[config.mk]
export PLATFORM = sky130hd
export DESIGN_NAME = trig_vector_arbiter
export DESIGN_NICKNAME = d
export VERILOG_FILES = /design/src/rtl/trv_pkg.sv /design/src/rtl/trv_tick_gen.sv /design/src/rtl/trv_pin_filter.sv /design/src/rtl/trv_prio_pick.sv /design/src/rtl/trig_vector_arbiter.sv
export SDC_FILE = /design/constraint.sdc
export NUM_CORES = 1
export LEC_CHECK = 0
export ABC_AREA = 1
export BUFFER_PORTS_ARGS = -buffer_cell sky130_fd_sc_hd__buf_2
export CELL_PAD_IN_SITES_DETAIL_PLACEMENT = 0
export CELL_PAD_IN_SITES_GLOBAL_PLACEMENT = 1
export CORE_ASPECT_RATIO = 0.75
export CORE_MARGIN = 5
export CORE_UTILIZATION = 50
export DETAILED_ROUTE_END_ITERATION = 10
export HOLD_SLACK_MARGIN = 0.1
export MAX_ROUTING_LAYER = met4
export PLACE_DENSITY_LB_ADDON = 0.1
export REMOVE_ABC_BUFFERS = 1
export SLEW_MARGIN = 40
export SYNTH_ARGS = -nofsm -noshare
export SYNTH_HDL_FRONTEND = slang
export SYNTH_SLANG_ARGS = --single-unit
[constraint.sdc]
create_clock -name clk -period 3.98 [get_ports clk]
set_input_delay 0.597 -clock clk [delete_from_list [all_inputs] [get_ports clk]]
set_output_delay 0.597 -clock clk [all_outputs]
set_load 0.01 [all_outputs]
[src/rtl/trv_pkg.sv]
package trv_pkg;

    localparam int N_PINS = 4;
    localparam int N_SRC  = 2 * N_PINS + 2;   // start-up, 8 edges, jump
    localparam int JUMP_IDX = N_SRC - 1;

    typedef enum logic [1:0] {
        ST_BOOT  = 2'd0,
        ST_IDLE  = 2'd1,
        ST_OFFER = 2'd2
    } trv_state_e;

    // Source index order equals priority order (0 = highest).
    function automatic logic [7:0] vec_of_index(input int idx, input logic [7:0] jv);
        logic [7:0] v;
        int pin;
        if (idx == 0) begin
            v = 8'd32;
        end else if (idx == JUMP_IDX) begin
            v = jv;
        end else begin
            pin = (idx - 1) / 2;
            v = 8'((pin / 2) * 8 + (pin % 2) + (((idx - 1) % 2) * 4));
        end
        return v;
    endfunction

    function automatic logic [7:0] vec_of_grant(input logic [N_SRC-1:0] g, input logic [7:0] jv);
        logic [7:0] v;
        v = 8'd0;
        for (int i = 0; i < N_SRC; i++) begin
            if (g[i]) v = v | vec_of_index(i, jv);
        end
        return v;
    endfunction

endpackage

[src/rtl/trv_tick_gen.sv]
module trv_tick_gen #(
    parameter int DIV = 300
) (
    input  logic clk,
    input  logic rst_n,
    output logic tick
);
    localparam int CW = (DIV > 1) ? $clog2(DIV) : 1;
    localparam logic [CW-1:0] LAST = CW'(DIV - 1);

    logic [CW-1:0] cnt_q;

    always_ff @(posedge clk or negedge rst_n) begin
        if (!rst_n)            cnt_q <= '0;
        else if (cnt_q == LAST) cnt_q <= '0;
        else                   cnt_q <= cnt_q + 1'b1;
    end

    assign tick = (cnt_q == LAST);

endmodule

[src/rtl/trv_pin_filter.sv]
module trv_pin_filter #(
    parameter int SHORT_TICKS = 4,
    parameter int LONG_TICKS  = 500
) (
    input  logic clk,
    input  logic rst_n,
    input  logic tick,
    input  logic long_sel,
    input  logic pin_raw,
    output logic fall_pulse,
    output logic rise_pulse
);
    localparam int CW = $clog2(LONG_TICKS + 1);
    localparam logic [CW-1:0] LIM_S = CW'(SHORT_TICKS - 1);
    localparam logic [CW-1:0] LIM_L = CW'(LONG_TICKS - 1);

    logic          meta_q, sync_q, stable_q;
    logic [CW-1:0] cnt_q;
    logic [CW-1:0] lim;
    logic          accept;

    // two-flop synchroniser, idle level high
    always_ff @(posedge clk or negedge rst_n) begin
        if (!rst_n) begin
            meta_q <= 1'b1;
            sync_q <= 1'b1;
        end else begin
            meta_q <= pin_raw;
            sync_q <= meta_q;
        end
    end

    assign lim    = long_sel ? LIM_L : LIM_S;
    assign accept = (sync_q != stable_q) && tick && (cnt_q >= lim);

    always_ff @(posedge clk or negedge rst_n) begin
        if (!rst_n) begin
            stable_q   <= 1'b1;
            cnt_q      <= '0;
            fall_pulse <= 1'b0;
            rise_pulse <= 1'b0;
        end else begin
            fall_pulse <= accept && !sync_q;
            rise_pulse <= accept &&  sync_q;
            if (sync_q == stable_q) begin
                cnt_q <= '0;
            end else if (accept) begin
                stable_q <= sync_q;
                cnt_q    <= '0;
            end else if (tick) begin
                cnt_q <= cnt_q + 1'b1;
            end
        end
    end

    p_pulse_excl_r3: assert property (@(posedge clk) disable iff (!rst_n)
        !(fall_pulse && rise_pulse));

    p_fall_after_low_r3: assert property (@(posedge clk) disable iff (!rst_n)
        fall_pulse |-> !stable_q);

    p_rise_after_high_r3: assert property (@(posedge clk) disable iff (!rst_n)
        rise_pulse |-> stable_q);

endmodule

[src/rtl/trv_prio_pick.sv]
module trv_prio_pick #(
    parameter int N = 10
) (
    input  logic [N-1:0] req,
    output logic [N-1:0] grant,
    output logic         any
);
    always_comb begin
        grant = '0;
        for (int i = N - 1; i >= 0; i--) begin
            if (req[i]) begin
                grant    = '0;
                grant[i] = 1'b1;
            end
        end
    end

    assign any = |req;

    always_comb begin
        p_grant_onehot_r8: assert ($onehot0(grant));
        p_grant_when_req_r8: assert (!any || (grant != '0));
    end

endmodule

[src/rtl/trig_vector_arbiter.sv]
module trig_vector_arbiter
    import trv_pkg::*;
#(
    parameter int TICK_DIV        = 300,
    parameter int DEB_SHORT_TICKS = 4,
    parameter int DEB_LONG_TICKS  = 500,
    parameter int POI_TICKS       = 1600
) (
    input  logic       clk,
    input  logic       rst_n,
    input  logic [3:0] trig_in,
    input  logic       deb_long,
    input  logic       cfg_we,
    input  logic       cfg_sel,
    input  logic [7:0] cfg_wdata,
    input  logic       jump_req,
    input  logic [7:0] jump_vec,
    input  logic       vec_ack,
    output logic       vec_valid,
    output logic [7:0] vec_num
);
    localparam int N_EDGE = 2 * N_PINS;
    localparam int BW = $clog2(POI_TICKS + 1);
    localparam logic [BW-1:0] BOOT_LAST = BW'(POI_TICKS - 1);

    trv_state_e state_q, state_d;

    logic               tick;
    logic [N_PINS-1:0]  fall_p, rise_p;
    logic [N_EDGE-1:0]  edge_req, en_mask, pend_trig;
    logic               pend_poi;
    logic [3:0]         en_pair [2];
    logic [BW-1:0]      boot_cnt;
    logic               boot_hit;
    logic [N_SRC-1:0]   req, grant, grant_q, clr;
    logic               any_req;
    logic [7:0]         vec_q;
    logic               unused_cfg_bits;

    assign unused_cfg_bits = ^{cfg_wdata[7:6], cfg_wdata[3:2]};

    trv_tick_gen #(.DIV(TICK_DIV)) u_tick (
        .clk  (clk),
        .rst_n(rst_n),
        .tick (tick)
    );

    // per-pin filtering and enable mapping
    for (genvar p = 0; p < N_PINS; p++) begin : g_pin
        trv_pin_filter #(
            .SHORT_TICKS(DEB_SHORT_TICKS),
            .LONG_TICKS (DEB_LONG_TICKS)
        ) u_filt (
            .clk       (clk),
            .rst_n     (rst_n),
            .tick      (tick),
            .long_sel  (deb_long),
            .pin_raw   (trig_in[p]),
            .fall_pulse(fall_p[p]),
            .rise_pulse(rise_p[p])
        );
        assign edge_req[2*p]     = fall_p[p];
        assign edge_req[2*p + 1] = rise_p[p];
        assign en_mask[2*p]      = en_pair[p/2][p%2];
        assign en_mask[2*p + 1]  = en_pair[p/2][2 + (p%2)];
    end

    // enable stores: [0] fall first, [1] fall second, [2] rise first, [3] rise second
    for (genvar k = 0; k < 2; k++) begin : g_en
        always_ff @(posedge clk or negedge rst_n) begin
            if (!rst_n)
                en_pair[k] <= 4'hF;
            else if (cfg_we && (cfg_sel == 1'(k)))
                en_pair[k] <= {cfg_wdata[5], cfg_wdata[4], cfg_wdata[1], cfg_wdata[0]};
        end
    end

    // start-up delay counter
    always_ff @(posedge clk or negedge rst_n) begin
        if (!rst_n)
            boot_cnt <= '0;
        else if (state_q == ST_BOOT && tick && !boot_hit)
            boot_cnt <= boot_cnt + 1'b1;
    end
    assign boot_hit = (state_q == ST_BOOT) && tick && (boot_cnt == BOOT_LAST);

    // pending flags
    assign clr = (state_q == ST_OFFER && vec_ack) ? grant_q : '0;

    always_ff @(posedge clk or negedge rst_n) begin
        if (!rst_n) begin
            pend_trig <= '0;
            pend_poi  <= 1'b0;
        end else begin
            pend_trig <= (pend_trig & ~clr[N_EDGE:1]) | (edge_req & en_mask);
            pend_poi  <= (pend_poi & ~clr[0]) | boot_hit;
        end
    end

    assign req = {jump_req, pend_trig, pend_poi};

    trv_prio_pick #(.N(N_SRC)) u_pick (
        .req  (req),
        .grant(grant),
        .any  (any_req)
    );

    // state register
    always_ff @(posedge clk or negedge rst_n) begin
        if (!rst_n) state_q <= ST_BOOT;
        else        state_q <= state_d;
    end

    always_comb begin
        state_d = state_q;
        unique case (state_q)
            ST_BOOT:  if (boot_hit) state_d = ST_IDLE;
            ST_IDLE:  if (any_req)  state_d = ST_OFFER;
            ST_OFFER: if (vec_ack)  state_d = ST_IDLE;
            default:                state_d = ST_BOOT;
        endcase
    end

    // winner capture
    always_ff @(posedge clk or negedge rst_n) begin
        if (!rst_n) begin
            grant_q <= '0;
            vec_q   <= 8'd0;
        end else if (state_q == ST_IDLE && any_req) begin
            grant_q <= grant;
            vec_q   <= vec_of_grant(grant, jump_vec);
        end
    end

    // outputs
    always_comb begin
        vec_valid = (state_q == ST_OFFER);
        vec_num   = vec_q;
    end

    // ---------------- assertions ----------------
    logic seen_valid;
    always_ff @(posedge clk or negedge rst_n) begin
        if (!rst_n)         seen_valid <= 1'b0;
        else if (vec_valid) seen_valid <= 1'b1;
    end

    p_poi_first_r2: assert property (@(posedge clk) disable iff (!rst_n)
        (vec_valid && !seen_valid) |-> (vec_num == 8'd32));

    p_hold_r7: assert property (@(posedge clk) disable iff (!rst_n)
        (vec_valid && !vec_ack) |=> (vec_valid && $stable(vec_num)));

    p_ack_drop_r7: assert property (@(posedge clk) disable iff (!rst_n)
        (vec_valid && vec_ack) |=> !vec_valid);

    p_disabled_r6: assert property (@(posedge clk) disable iff (!rst_n)
        ((~pend_trig & edge_req & ~en_mask) != '0) |=>
        ((pend_trig & $past(~pend_trig & edge_req & ~en_mask)) == '0));

    p_boot_quiet_r2: assert property (@(posedge clk) disable iff (!rst_n)
        (!seen_valid && !pend_poi && state_q == ST_BOOT) |=> !vec_valid);

endmodule

==> impl_metrics.ini, run 1 <==
[run_status]
status = finished clean

[power_and_ir_drop]
p_leak_nw = 3.170
p_total_mw = 2.171
p_per_area_nw_per_um2 = 330.1
vdd_drop_max_uv = 220.2

[route]
vias = 4465
vias_per_cell = 4.880
wl_per_cell_um = 12.51
drcViolationCount = 0
wl_mm = 11.45
drtAntennaViolNets = 0
firstDrtPassIters = 4
drtIter0Drc = 192

[layout]
area_growth_pct = 11.28
finalInstanceArea_um2 = 6578
fill_cells = 1075
fin_cells = 915
diodes = 0
final_nets = 801
drive_gt1_share_pct = 13.28

[logic_synthesis]
syn_area_um2 = 5911
synth_top_area_share_pct = 38.95
synth_seq_cells = 112
synth_async_sr_flop_share_pct = 100.0
ys_types = 36
yosysMostFrequentCell = nand2_1
avgSynthCellArea_um2 = 8.348
synth_common_cells = nand2_1, dfrtp_1, inv_1, nor2_1, nand3_1
ys_seq_area_share_pct = 47.84
synthCells = 708
synthTopCellsByArea = dfrtp_1, nand2_1, dfstp_2, ha_1, inv_1
synth_flop_cell = dfrtp_1
yosys.area.top_type = dfrtp_1
synth_edf_count = 0
synth_warnings = 0

[hold_path]
min_path_type = in -> async

[cts]
clkTransAtPathRegs_ps = 70
cts_made_buffers = 9
clkLatencyLatePin_ps = 340
cts_tree = built
cts_num_sinks = 112
holdBufCountCts = 0
ctsHtreeMaxLevel = 3
cts_resized = 0
cts_root_buf = clkbuf_16
cts_setup_buffers = 0
cts_buffer_depth = 2

[floorplan]
core_area_um2 = 11570
pin_count = 36
die-width_um = 135.5
dieArea_um2 = 14120
initial_core_util_pct = 51.08
num_rows = 34
die_height_um = 104.2

[setup_path]
cp_common_cell = nand2_1
endpoint_kind = flop
crit_type = in -> reg
crit_slowest_cell = inv_1
cp.required_ps = 4250
endpoint = g_pin[0].u_filt.cnt_q[0]
crit_fanout = 20
rr_startpoint = u_tick.cnt_q[0]
start_kind = primary input
critPathArrivalTime_ps = 2400
r2r_end = boot_cnt[9]
max_stage_delay_ps = 520
rrSetupSlack_ps = 2200
cp-startpoint = deb_long
crit_chain = buf_2, inv_1, ha_1, nand2_1, nand2_1, nand3_1, nand2_1, nor2_1, nand3_4, o21ai_1
ff2ff_path_depth = 9

[timing]
fin_skew_ps = 5.757
slew_headroom_pct = 51.87
finalSetupViolCount = 0
fin_setup_tns_ps = 0
layout_min_cycle_time_ps = 2130
final-max-slew-violation-count = 0
tightest_slew_ps = 721.1
final.setup.worst_slack_ps = 1850
period_share_pct = 53.51
grt_setup_unrepaired = no
hold_viol = 0
max_freq_mhz = 469.5

[global_route]
grt_pass1_wl_mm = 19.90
grtUsageMet1_pct = 24.95
grt.busiest_layer = met2
grtUsageMet2_pct = 26.74
antenna_found_initial = 0
grt_max_degree = 62
use_met3_pct = 3.385
grt_pass1_vias = 4208
gr-total-overflow = 0
gr-usage-all-layers_pct = 17.70

[placed_design]
pre_cts_ws_ps = 1459
port_buffers = 31
place.gp.congestion = 0.8610
detailed_place_hpwl_mm = 8.318
place_inst = 899
placed_area_um2 = 6270

[flow_run]
max-cap-violations = 0
layout make-up:
| type | count | area [um^2] | share of cell area, % |
|---|---|---|---|
| clock buffers | 10 | 239.0 | 3.633 |
| clock inverters | 6 | 68.82 | 1.046 |
| inverters | 87 | 335.3 | 5.098 |
| multi-input cells | 506 | 2726 | 41.45 |
| flip-flops and latches | 112 | 2828 | 42.99 |
| well taps | 162 | 202.7 | 3.082 |
| repair buffers | 32 | 177.7 | 2.701 |
worst min path at each step:
stage                     slack [ps]              startpoint                endpoint
final                            260                   rst_n             boot_cnt[9]
after global routing             330              trig_in[1]  g_pin[1].u_filt.meta_q
after CTS                        300                   rst_n             boot_cnt[2]
after detailed placement         350  g_pin[0].u_filt.meta_q  g_pin[0].u_filt.sync_q
after global placement           350  g_pin[0].u_filt.meta_q  g_pin[0].u_filt.sync_q
after floorplan                  300                   rst_n             boot_cnt[0]
per-layer routing:
metal | part of all wire, % | vias up
met3 | 3.1 | 10
met1 | 52 | 2040
li1 | - | 2350
met4 | 0.96 | 0
met2 | 44 | 65
met5 | 0 | -
state kept, by name, summed over array words and instances, names as in the netlist, 4 cells and up:
signal	flops
pend_trig	8
g_pin.u_filt.meta_q	4
en_mask	8
grant_q	9
g_pin.u_filt.cnt_q	36
g_pin.u_filt.sync_q	4
boot_cnt	11
g_pin.u_filt.fall_pulse	4
g_pin.u_filt.rise_pulse	4
u_tick.cnt_q	9
vec_num	8
g_pin.u_filt.stable_q	4
power breakdown:
group / switching [mW] / leakage (nW) / internal, mW
Clock: 0.417 / 0.137 / 0.507
Sequential: 0.00854 / 1.42 / 1.16
Combinational: 0.0538 / 1.61 / 0.0230
Total: 0.479 / 3.17 / 1.69
metrics by stage:
| step | hold slack, ps | utilization [%] |
|---|---|---|
| after global routing | 327.3 | 56.84 |
| final | 261.3 | 56.84 |
| after CTS | 297.7 | 56.84 |
| after floorplan | 301.4 | - |
| after global placement | 345.8 | 54.18 |
| after detailed placement | 347.2 | 54.18 |
layout by cell type, fill, tap and decap left out, drive strengths merged, types with 7 or more instances in the layout:
master,count
buf,32
nand4,7
dfstp,20
inv,86
nand2,206
nor2,76
a21oi,10
o21ai,68
dfrtp,92
xor2,22
nor3,12
ha,26
xnor2,13
clkbuf,10
nand3,47
worst max-delay path, delay by kind of cell:
kind | cells | cell delay, ps
adder cells (fa/ha/maj) | 1 | 370
AND/OR/NAND/NOR | 6 | 630
AO/OA/AOI/OAI | 1 | 170
buffers and inverters | 2 | 610
logic make-up after synthesis:
kind of cell | after synthesis | synth area share (%)
AOI/OAI and AO/OA | 93 | 8.764
xor gates and xnor gates | 35 | 5.186
adders and majority gates | 26 | 5.504
buffers and inverters | 90 | 6.033
DFF | 112 | 47.84
and+or+nand+nor | 352 | 26.67
Note: power is estimated with default switching activity, not from simulation.
==> run 2, diff against run 1 <==
--- a/config.mk
+++ b/config.mk
@@ -11,7 +11,7 @@
 export CELL_PAD_IN_SITES_GLOBAL_PLACEMENT = 1
 export CORE_ASPECT_RATIO = 0.75
 export CORE_MARGIN = 5
-export CORE_UTILIZATION = 50
+export CORE_UTILIZATION = 42
 export DETAILED_ROUTE_END_ITERATION = 10
 export HOLD_SLACK_MARGIN = 0.1
 export MAX_ROUTING_LAYER = met4
==> constraint.sdc (replaced) <==
create_clock -name clk -period 1.9 [get_ports clk]
set_input_delay 0.285 -clock clk [delete_from_list [all_inputs] [get_ports clk]]
set_output_delay 0.285 -clock clk [all_outputs]
set_load 0.01 [all_outputs]
==> impl_metrics.ini, run 2 (synthesized netlist as in run 1, its figures left out) <==
[setup_path]
ff2ff_path_depth = 8
crit_family = simple AND/OR/NAND/NOR gates
crit_type = reg -> reg
crit_fanout = 9
start_kind = flop
endpoint_kind = flop
critPathArrivalTime_ps = 1980
cp-startpoint = u_tick.cnt_q[0]
crit_chain = ha_2, nand2_2, nor3_4, nand2_4, buf_4, nor2_4, nand3_4, o21ai_1
cp.required_ps = 2180
rr_startpoint = u_tick.cnt_q[0]
crit_slowest_cell = dfrtp_1
critPathBufInv = 1
crit_cells = 8
max_stage_delay_ps = 380

[route]
vias = 4553
firstDrtPassIters = 4
drtIter0Drc = 204
drcViolationCount = 0
wl_per_cell_um = 12.91
vias_per_cell = 4.813
wl_mm = 12.21
drtAntennaViolNets = 0

[global_route]
grt_pass1_vias = 4559
gr-total-overflow = 0
antenna_found_initial = 0
grt_pass1_wl_mm = 21.58
grt_max_degree = 58
gr-usage-all-layers_pct = 16.21

[cts]
cts_made_buffers = 9
cts_root_buf = clkbuf_16
cts_num_sinks = 112
clkLatencyLatePin_ps = 350
cts_tree = built
clkTransAtPathRegs_ps = 80
cts_buffer_depth = 2
ctsHtreeMaxLevel = 3

[placed_design]
detailed_place_hpwl_mm = 9.105
place_inst = 921
place.gp.congestion = 0.8291
port_buffers = 31
placed_area_um2 = 6366

[floorplan]
num_rows = 37
pin_count = 36
initial_core_util_pct = 42.99
die-width_um = 147.0
core_area_um2 = 13750
dieArea_um2 = 16570
die_height_um = 112.7

[power_and_ir_drop]
p_per_area_nw_per_um2 = 667.2
vdd_drop_max_uv = 396.8
p_leak_nw = 3.251
p_total_mw = 4.499

[layout]
layout_common_cells = nand2_1, dfrtp_1, inv_1
area_growth_pct = 14.08
final_nets = 819
finalInstanceArea_um2 = 6743
largest_register_ffs = 36
final_core_util_pct = 49.04
drive_gt1_share_pct = 14.79
fin_cells = 946
diodes = 0
regMostFlops = g_pin.u_filt.cnt_q
top_regs = g_pin.u_filt.cnt_q x36, boot_cnt x11
final_common_cell = nand2_1

[hold_path]
whs_path_depth = 3
min_path_type = in -> reg
hp-start = cfg_wdata[0]

[timing]
max_freq_mhz = 587.0
fin_setup_tns_ps = 0
period_share_pct = 89.66
final-max-slew-violation-count = 0
tightest_slew_ps = 515.7
finalSetupViolCount = 0
layout_min_cycle_time_ps = 1704
slew_headroom_pct = 65.30
hold_viol = 0
fin_skew_ps = 7.986
grt_setup_unrepaired = no

[run_status]
status = finished clean

[flow_run]
max-cap-violations = 0
[run 2: worst paths after layout]
kind / endpoint / slack, ps
min in group asynchronous: g_pin[3].u_filt.cnt_q[7] / 370
worst max register to register: g_pin[2].u_filt.cnt_q[4] / 200
max in group asynchronous: g_pin[2].u_filt.meta_q / 840
worst max-delay path: g_pin[2].u_filt.cnt_q[4] / 200
worst min register to register: g_pin[1].u_filt.sync_q / 360
worst min-delay path: en_mask[0] / 180
[run 2: report_power, final]
| group | switching, mW | internal, mW |
|---|---|---|
| clock | 0.892 | 0.970 |
| combinational | 0.120 | 0.0643 |
| sequential | 0.0175 | 2.44 |
[run 2: tightest hold or removal path, cell delays in order]
cell and delay [ps]:
buf_2 90, inv_1 60, o21ai_0 80
[run 2: final cells by class]
cell class                 count  area (um^2)
clock buffer                  11        252.7
tap                          175        219.0
inverter                      87        336.6
multi-input combinational    506         2729
clock inverter                 5        40.04
fill                        1313         7007
sequential                   112         2828
timing repair buffer          50        337.8
[run 2: repair_timing]
item / CTS / global route
endpoints found under the hold margin: 18 / 0
gates resized for setup: 0 / 2
setup endpoints to repair: 0 / 12
hold buffers: 5 / 0
buffers inserted: 0 / 4
[run 2: stage by stage]
step	setup slack, ps	hold WS [ps]
2_1_floorplan	188.6	-10.59
3_3_place_gp	68.38	212.0
3_5_place_dp	38.62	213.6
4_1_cts	94.75	168.3
5_1_grt	18.45	180.6
6_report	196.4	177.8
[run 2: per-layer routing]
metal	GRT usage (%)	share of wire [%]	vias up
met5	-	0	-
met4	3.911	1.1	0
met3	3.803	3.3	10
met2	24.58	43	53
met1	22.22	53	2110
li1	-	-	2380
